--- src/rtl/wkg_pkg.sv ---
package wkg_pkg;
    localparam int WKG_CPUS   = 2;
    localparam int WKG_IRQS   = 128;
    localparam int WKG_WORD   = 32;
    localparam int WKG_ADDR_W = 12;
    localparam int WKG_STRIDE = 'h400;
    localparam int WKG_REGS   = WKG_IRQS / WKG_WORD;
    localparam int REG_IDX_W  = (WKG_REGS > 1) ? $clog2(WKG_REGS) : 1;
    localparam int CPU_IDX_W  = (WKG_CPUS > 1) ? $clog2(WKG_CPUS) : 1;

    typedef struct packed {
        logic                 hit;
        logic [CPU_IDX_W-1:0] cpu;
        logic [REG_IDX_W-1:0] idx;
    } wkg_sel_t;

    typedef enum logic [1:0] {ACC_IDLE, ACC_READ, ACC_WRITE, ACC_BOTH} wkg_acc_t;

    function automatic wkg_sel_t wkg_decode(input logic [WKG_ADDR_W-1:0] a);
        wkg_sel_t s;
        int       cpu_n;
        int       off;
        cpu_n = int'(a) / WKG_STRIDE;
        off   = int'(a) % WKG_STRIDE;
        s.hit = (a[1:0] == 2'b00) && (cpu_n < WKG_CPUS) && (off < WKG_REGS * 4);
        s.cpu = cpu_n[CPU_IDX_W-1:0];
        s.idx = off[REG_IDX_W+1:2];
        return s;
    endfunction
endpackage

--- src/rtl/wkg_addr_dec.sv ---
module wkg_addr_dec
    import wkg_pkg::*;
(
    input  logic [WKG_ADDR_W-1:0] addr,
    input  logic                  wr_en,
    input  logic                  rd_en,
    output wkg_sel_t              sel,
    output wkg_acc_t              acc
);
    always_comb begin
        sel = wkg_decode(addr);
        unique case ({wr_en, rd_en})
            2'b00:   acc = ACC_IDLE;
            2'b01:   acc = ACC_READ;
            2'b10:   acc = ACC_WRITE;
            default: acc = ACC_BOTH;
        endcase
    end
endmodule

--- src/rtl/wkg_mask_bank.sv ---
module wkg_mask_bank
    import wkg_pkg::*;
#(
    parameter int CPU_ID = 0
) (
    input  logic                clk,
    input  logic                rst,
    input  wkg_sel_t            sel,
    input  wkg_acc_t            acc,
    input  logic [WKG_WORD-1:0] wdata,
    output logic [WKG_IRQS-1:0] mask
);
    logic bank_wr;
    assign bank_wr = sel.hit && (sel.cpu == CPU_IDX_W'(CPU_ID)) &&
                     (acc == ACC_WRITE || acc == ACC_BOTH);

    for (genvar k = 0; k < WKG_REGS; k++) begin : g_reg
        logic [WKG_WORD-1:0] word_q;
        always_ff @(posedge clk) begin
            if (rst) begin
                word_q <= '0;
            end else if (bank_wr && sel.idx == REG_IDX_W'(k)) begin
                word_q <= wdata;
            end
        end
        assign mask[k*WKG_WORD +: WKG_WORD] = word_q;
    end
endmodule

--- src/rtl/wkg_wake_merge.sv ---
module wkg_wake_merge
    import wkg_pkg::*;
(
    input  logic [WKG_IRQS-1:0] irq,
    input  logic [WKG_IRQS-1:0] mask,
    output logic                wake
);
    assign wake = |(irq & mask);
endmodule

--- src/rtl/wkg_wakeup_top.sv ---
module wkg_wakeup_top
    import wkg_pkg::*;
(
    input  logic                  clk,
    input  logic                  rst,
    input  logic [WKG_IRQS-1:0]   irq_in,
    output logic [WKG_IRQS-1:0]   irq_out,
    input  logic                  wr_en,
    input  logic                  rd_en,
    input  logic [WKG_ADDR_W-1:0] addr,
    input  logic [WKG_WORD-1:0]   wdata,
    output logic [WKG_WORD-1:0]   rdata,
    output logic [WKG_CPUS-1:0]   wakeup_req
);
    wkg_sel_t            sel;
    wkg_acc_t            acc;
    logic [WKG_IRQS-1:0] masks [WKG_CPUS];
    logic [WKG_WORD-1:0] rd_word;

    assign irq_out = irq_in;

    wkg_addr_dec i_dec (
        .addr  (addr),
        .wr_en (wr_en),
        .rd_en (rd_en),
        .sel   (sel),
        .acc   (acc)
    );

    for (genvar c = 0; c < WKG_CPUS; c++) begin : g_cpu
        wkg_mask_bank #(.CPU_ID(c)) i_bank (
            .clk   (clk),
            .rst   (rst),
            .sel   (sel),
            .acc   (acc),
            .wdata (wdata),
            .mask  (masks[c])
        );
        wkg_wake_merge i_wake (
            .irq  (irq_in),
            .mask (masks[c]),
            .wake (wakeup_req[c])
        );
    end

    always_comb begin
        rd_word = '0;
        for (int c = 0; c < WKG_CPUS; c++) begin
            if (sel.hit && sel.cpu == CPU_IDX_W'(c)) begin
                rd_word = masks[c][sel.idx*WKG_WORD +: WKG_WORD];
            end
        end
    end

    always_ff @(posedge clk) begin
        if (rst) begin
            rdata <= '0;
        end else if (acc == ACC_READ || acc == ACC_BOTH) begin
            rdata <= rd_word;
        end else begin
            rdata <= '0;
        end
    end
endmodule

--- config.mk ---
export PLATFORM = sky130hd
export DESIGN_NAME = wkg_wakeup_top
export DESIGN_NICKNAME = d
export VERILOG_FILES = /design/src/rtl/wkg_pkg.sv /design/src/rtl/wkg_addr_dec.sv /design/src/rtl/wkg_mask_bank.sv /design/src/rtl/wkg_wake_merge.sv /design/src/rtl/wkg_wakeup_top.sv
export SDC_FILE = /design/constraint.sdc
export NUM_CORES = 1
export LEC_CHECK = 0
export BUFFER_PORTS_ARGS = -buffer_cell sky130_fd_sc_hd__buf_2
export CAP_MARGIN = 25
export CORE_MARGIN = 2
export CORE_UTILIZATION = 30
export DETAILED_ROUTE_END_ITERATION = 16
export PLACE_DENSITY = 0.58
export SYNTH_ARGS = -nofsm -noshare
export SYNTH_HDL_FRONTEND = slang
export SYNTH_HIERARCHICAL = 1
export SYNTH_SLANG_ARGS = --single-unit
--- constraint.sdc ---
create_clock -name clk -period 4.8 [get_ports clk]
set_input_delay 0 -clock clk [delete_from_list [all_inputs] [get_ports clk]]
set_output_delay 0 -clock clk [all_outputs]
set_load 0.03 [all_outputs]
==> run metrics, run 1 <==
status completed; routed wire length 55.1 mm; starting density of the core 30.4%; Clk Tree Root Cell clkbuf_16; H-tree depth 2; sw frac 25.5%; post-CTS setup buffers 0; crit-path max FO 3; Worst Path Arrival 3.27 ns; total gr overflow 0; sequential-to-total area share from yosys stat 37.8%; CTS Hold Bufs 34; R2R cell count 2; syn avg cell area 11.2 um2; Final Critical Period 3.27 ns; part of the power in registers 42.0%; count leader, synth nand2b_1; Total Neg Setup Slack 0 ns; Via density 5.24; min-delay src addr[5]; vias post-DR 11838; core area 0.0502 mm2; warnings from Yosys 6; clk_skew 0.0161 ns; FMAX 0.306 GHz; CTS-repair resized insts 0; final-stage net count 1740; Ports 338; post-synthesis mux area share 27.0%; fraction of registers with async set or reset after synthesis 0%; pre-CTS setup slack 1.77 ns; RR Endpoint rdata[24]; FF-to-FF Start g_cpu[1].i_bank/g_reg[3].word_q[24]; WHS Endpoint g_cpu[1].i_bank/g_reg[1].word_q[18]; fin. max-slew vios 0; Final Hold Fails 0; Synth Area in Adders 0%; Worst Tran Pin Value 0.976 ns; antenna violations before repair 0; Worst Setup End Kind output port; IR Drop Worst-Case VDD 0.209 mV; number of antenna-violating nets in the routed design 0; max cap viols 0; post-synth design cell area 0.0153 mm2; CTS tree yes; Initial DRT Pass Iterations 5; Hold Path Class input pin to flip-flop; slowest stage delay, CP 0.83 ns; setup violators final 0; synthesized netlist cell count 1358; LEAKAGE 0.00824 uW; worst path cell trace a22o_1 > a221oi_1 > nand4_1 > nor4_1 > nand3_1 > buf_2; Yosys top cell area share 37.8%; CP startpoint kind flip-flop; design area 0.0180 mm2; Tcrit/Tclk final 68.2%; Internal 4240 uW; relative slew slack 34.9%; top post-synthesis cells by count nand2b_1 (321), dfxtp_1 (288), mux2i_1 (256), buf_4 (143), a22o_1 (76); Clock Latency Late Sink 0.54 ns; post-synthesis xor/xnor area fraction 0%; Cell variety after synth 35; unrepaired setup endpoints after global routing no; compound-gate portion of the synthesized area 9.59%; syn_nets 1534; placed cell area 0.0164 mm2; Die W 230 um; gr usage total 20.2%; drt wl/cell 24.4 um; Post-Synth Simple-Gate Area 15.4%; post-synth top area cell dfxtp_1; CP Class flip-flop to output port; main combinational cell family by area after synthesis multiplexers; IO buf count 337; WP data required 4.80 ns; Post-route DRC 0; pwr/cell area 316 mW/mm2; layout cells sized above 1 29.7%; synthesized flop and latch total 288; first-pass GRT wire length 78.2 mm; Die H 230 um; CP max stage cell nor4_1; TritonCTS Buffers 35; placed wire-length estimate 39.1 mm; net switching power 1450 uW; combinational fraction of design power 9.1%; total power 5700 uW; Std-Cell Rows 82; largest cells by area after synthesis dfxtp_1 (38%), mux2i_1 (17%), nand2b_1 (13%), buf_4 (7.0%), mux4_1 (5.5%); slack of the critical path 1.53 ns; clk slew on worst S/H paths 0.06 ns; largest net degree at the start of global routing 125; number of flops mapped to enable cells by yosys 0; diode count 0; Die Area 0.0527 mm2; Clock Tree Buf Depth 3; area delta synth->final 18.0%; DRT iter0 DRCs 1033; Hold Path Stages 5; clk sink count 288; ys flop type dfxtp_1; Clk network pwr share 48.9%; RePlAce Congestion 0.859; setup slack, reg-to-reg 3.52 ns; number of global-route vias before repair 11491
-- cells in the final DEF (no fill, tap or decap), drive strengths merged --
master,synthesis,layout
nor4bb,1,1
nor3,4,4
nor3b,1,1
and4bb,1,1
and4b,1,1
dfxtp,288,288
mux4,64,64
or3b,1,1
bufinv,0,4
mux2i,256,256
and2,1,1
a221oi,44,44
nand2,1,1
nand4,19,19
inv,0,2
nand3,8,8
nor4,5,5
a22o,76,76
nand3b,3,3
or3,2,2
clkbuf,45,44
clkinvlp,0,3
nand2b,321,321
a22oi,40,40
or4,1,1
dlygate4sd3,0,34
clkinv,0,7
and2b,1,1
and3,1,1
buf,173,353
-- cell type report --
cell class / instances / area, um2
Clock buffer: 44 / 981
Fill cell: 5000 / 32200
Tap cell: 672 / 841
Timing Repair Buffer: 387 / 2230
Multi-Input combinational cell: 852 / 7980
Sequential cell: 288 / 5770
Clock inverter: 16 / 206
-- registers in the layout, indices dropped and copies added (netlist names) --
register and flops:
rdata 32, g_cpu.i_bank/g.word_q 256
-- logic make-up after synthesis --
logic type / after synthesis
compound gates: 160
buf+inv: 218
flops: 288
mux: 320
simple gates: 372
-- worst max path at each step --
| stage | end | slack [ns] | start | depth (start not counted) |
|---|---|---|---|---|
| after floorplan | g_cpu[0].i_bank/g_reg[2].word_q[10] | 2.85 | addr[8] | 7 |
| after global placement | g_cpu[1].i_bank/g_reg[2].word_q[9] | 1.79 | addr[8] | 7 |
| after detailed placement | g_cpu[1].i_bank/g_reg[2].word_q[21] | 1.77 | addr[8] | 7 |
| after CTS | wakeup_req[1] | 1.67 | g_cpu[1].i_bank/g_reg[0].word_q[12] | 6 |
| after global routing | wakeup_req[0] | 1.51 | g_cpu[0].i_bank/g_reg[0].word_q[12] | 6 |
| final | wakeup_req[0] | 1.53 | g_cpu[0].i_bank/g_reg[0].word_q[12] | 6 |
-- critical path: cells and delay by family (launching register included) --
family	cells	cell delay (ns)
AND/OR/NAND/NOR	3	1.36
AO/OA/AOI/OAI	2	0.76
flip-flops	1	0.35
buffers and inverters	1	0.25
-- power groups by stage --
stage                     logic (uW)  clock network, uW  registers, uW
after floorplan                  347                  0           2440
after global placement           489                  0           2440
after detailed placement         490                  0           2440
after CTS                        516               2830           2390
after global routing             541               2920           2390
final                            518               2790           2390
-- per-stage QoR --
stage | util, % | cells | hold slack, ns
2_1_floorplan | - | 1358 | 0.132
3_3_place_gp | 32.7 | 2162 | 0.288
3_5_place_dp | 32.7 | 2163 | 0.289
4_1_cts | 35.8 | 2257 | 0.0214
5_1_grt | 35.9 | 2259 | 0.0527
6_report | 35.9 | 2259 | 0.0324
-- metal layers --
metal,track usage (%),vias to the layer above,wire (um)
met1,24.9,5854,22000
met4,7.24,0,1820
met2,35.6,613,27200
met3,3.22,90,4140
met5,0,-,0
li1,-,5281,-
Power figures use the tool's default switching activity.
==> run 2, diff against run 1 <==
--- a/config.mk
+++ b/config.mk
@@ -5,6 +5,7 @@
 export SDC_FILE = /design/constraint.sdc
 export NUM_CORES = 1
 export LEC_CHECK = 0
+export ABC_AREA = 1
 export BUFFER_PORTS_ARGS = -buffer_cell sky130_fd_sc_hd__buf_2
 export CAP_MARGIN = 25
 export CORE_MARGIN = 2
==> constraint.sdc (replaced) <==
create_clock -name clk -period 3.2 [get_ports clk]
set_input_delay 0 -clock clk [delete_from_list [all_inputs] [get_ports clk]]
set_output_delay 0 -clock clk [all_outputs]
set_load 0.03 [all_outputs]
==> run 2 against run 1 <==
Effect of this change:
- sequential power up 50%
- largest cell class unchanged
- critical path depth up 3
- final area up 12%
- clock power up 37%
- critical path type unchanged
==> run metrics, run 2 <==
status completed; Clock Latency Late Sink 0.55 ns (about the same); starting density of the core 30.4% (-0.049 points); post-synth design cell area 0.0176 mm2 (+15%); placed instance count 3874 (+79%); Yosys top cell area share 32.8% (-4.9 points); clk sink count 288 (unchanged); net switching power 2530 uW (+74%); post-synth top area cell dfxtp_1; count leader, synth nand2_1; layout cells sized above 1 13.8% (-16 points); CTS tree yes; clk slew on worst S/H paths 0.06 ns (about the same); Final Critical Period 2.06 ns; fraction of registers with async set or reset after synthesis 0% (unchanged); largest cells by area after synthesis dfxtp_1 (33%), nand2_1 (23%), nand3_1 (11%), nor2_1 (11%), inv_1 (7.1%); Die Area 0.0605 mm2 (+15%); Clk Tree Root Cell clkbuf_16; Clock Tree Buf Depth 3 (unchanged); Clk network pwr share 44.5% (-4.4 points); commonest non-fill, non-tap cell in the layout nand2_1; LEAKAGE 0.00973 uW (+18%); relative slew slack 41.2% (+6.3 points); synthesized flop and latch total 288 (unchanged); clk_skew 0.0277 ns (+0.0117 ns); IO buf count 337 (unchanged); Hold Path Class input pin to flip-flop; setup violators final 0 (unchanged); WP data required 3.20 ns (-1.60 ns); Final Hold Fails 0 (unchanged); CP startpoint kind flip-flop; # fillers 6485 (+30%); number of global-route vias before repair 16212 (+41%); final-stage net count 3354 (+93%); slowest stage delay, CP 0.32 ns (-0.51 ns); Internal 6030 uW (+42%); core area 0.0578 mm2 (+15%); biggest regs g_cpu.i_bank/g.word_q: 256 flops, rdata: 32 flops; crit path buf inv count 1 (unchanged); Most common cell on crit path nand2_1; Tcrit/Tclk final 64.4%; first-pass GRT wire length 107 mm (+37%); warnings from Yosys 6 (unchanged); critical path's top delay family simple AND/OR/NAND/NOR gates; unrepaired setup endpoints after global routing no; Die W 246 um (+7.1%); largest net degree at the start of global routing 101 (-19%); number of antenna-violating nets in the routed design 0 (unchanged); post-CTS setup buffers 0 (unchanged); total gr overflow 0 (unchanged); CP Class flip-flop to output port; antenna violations before repair 3 (+3); routed wire length 75.1 mm (+36%); max FFs per register 256 (unchanged); vias post-DR 18875 (+59%); Initial DRT Pass Iterations 5 (unchanged); fin. max-slew vios 0 (unchanged); Ports 338 (unchanged); CTS-repair resized insts 0 (unchanged); Via density 4.76 (-9.2%); top post-synthesis cells by count nand2_1 (1076), nor2_1 (508), nand3_1 (386), inv_1 (334), dfxtp_1 (288); crit-path max FO 3 (unchanged); placed wire-length estimate 54.7 mm (+40%); Cell variety after synth 15 (-57%); gr usage total 24.1% (+3.8 points); IR Drop Worst-Case VDD 0.257 mV (+23%); number of flops mapped to enable cells by yosys 0 (unchanged); Worst Tran Pin Value 0.879 ns (-0.0967 ns); final core occ 34.8% (-1.1 points); syn avg cell area 5.79 um2 (-48%); Die H 246 um (+7.1%); TritonCTS Buffers 35 (unchanged); area delta synth->final 14.4%; FMAX 0.485 GHz; Biggest register g_cpu.i_bank/g.word_q; commonest cells after routing, fill and taps aside nand2_1 (1076), nor2_1 (505), nand3_1 (386); worst path cell trace nand2_1 > nand2_1 > nor2_1 > nand2_1 > nor2_1 > nand2_1 > nor2_1 > nand2_1 > buf_2; drt wl/cell 18.9 um (-22%); syn_nets 3207 (+110%); Post-route DRC 0 (unchanged); Worst Setup End Kind output port; synthesized netlist cell count 3031 (+120%); RePlAce Congestion 0.926 (+7.8%); combinational fraction of design power 13.6% (+4.5 points); sw frac 29.5% (+4.0 points); Std-Cell Rows 88 (+7.3%); ys flop type dfxtp_1; Worst Path Arrival 2.06 ns (-1.21 ns); CP max stage cell dfxtp_1; DRT iter0 DRCs 2122 (+110%); sequential-to-total area share from yosys stat 32.8% (-4.9 points); Total Neg Setup Slack 0 ns (unchanged); pwr/cell area 426 mW/mm2 (+35%); part of the power in registers 41.9% (about the same); max cap viols 0 (unchanged); final cell count without fillers 3967 (+76%); H-tree depth 2 (unchanged)
[run 2: cell count changes in the layout (fill, tap and decap cells not counted), moves of 40 or more]
cell / before / now
inv_1: 0 / 332
mux2i_1: 256 / 0
a22oi_1: 40 / 0
nand2b_1: 321 / 0
a21oi_1: 0 / 128
nand3_1: 6 / 386
nor2_1: 0 / 505
nand2_1: 0 / 1076
a22o_1: 76 / 0
[run 2: area by class of cell]
class                           instances  area (um2)  area share, %
Multi-Input combinational cell       2110        8660           43.1
Sequential cell                       288        5770           28.7
Timing Repair Buffer                  407        2390           11.9
Inverter                              336        1260           6.30
Clock buffer                           52         990           4.93
Tap cell                              765         957           4.76
Clock inverter                          8        57.6          0.286
Antenna cell                            1        2.50         0.0125
[run 2: path summary, 6_finish.rpt]
path | from | endpoint | slack (ns) | depth (start not counted)
worst min-delay path | addr[10] | g_cpu[0].i_bank/g_reg[0].word_q[28] | 0.02 | 4
worst min register to register | g_cpu[1].i_bank/g_reg[2].word_q[31] | g_cpu[1].i_bank/g_reg[2].word_q[31] | 0.50 | 2
worst max register to register | g_cpu[0].i_bank/g_reg[1].word_q[18] | rdata[18] | 1.89 | 6
worst max-delay path | g_cpu[1].i_bank/g_reg[2].word_q[20] | wakeup_req[1] | 1.14 | 9
[run 2: cells by family after synthesis]
| kind of cell | count (synthesis) | share of synthesized area [%] |
|---|---|---|
| and+or+nand+nor | 1982 | 45.6 |
| buffers and inverters | 633 | 17.9 |
| AOI/OAI and AO/OA | 128 | 3.65 |
| DFF | 288 | 32.8 |
[run 2: power groups by stage]
stage | Clock (uW) | Combinational [uW] | Sequential (uW)
after global routing | 3980 | 1240 | 3580
after detailed placement | 0 | 1120 | 3670
final | 3810 | 1160 | 3590
after floorplan | 0 | 731 | 3670
after global placement | 0 | 1110 | 3670
after CTS | 3870 | 1150 | 3590
[run 2: metal layers]
layer | part of all wire, % | GRT usage (%) | wire, um
met1 | 44 | 34.3 | 33200
met2 | 43 | 36.5 | 32400
met3 | 8.3 | 3.00 | 6230
met4 | 4.3 | 9.66 | 3250
met5 | 0.013 | 0 | 10
[run 2: through the flow]
step           power [uW]  setup slack, ns  hold slack [ns]  area [um2]
3_3_place_gp         4780            0.979            0.281       18700
4_1_cts              8610             1.17          0.00708       20100
5_1_grt              8810             1.04           0.0556       20100
2_1_floorplan        4400             1.87            0.132       17600
6_report             8560             1.14           0.0225       20100
3_5_place_dp         4780            0.993            0.282       18700
[run 2: worst reg2reg max path, cell delays in order (launching register included)]
cell and delay [ns]:
dfxtp_1 0.37, inv_1 0.05, nand2_1 0.05, nand3_1 0.14, nand2_1 0.11, nand2_1 0.05, a21oi_1 0.38
[run 2: repair_timing]
action,4_1_cts,5_1_grt
hold endpoints to repair,242,0
endpoints found under the setup margin,0,0
hold buffers,32,0
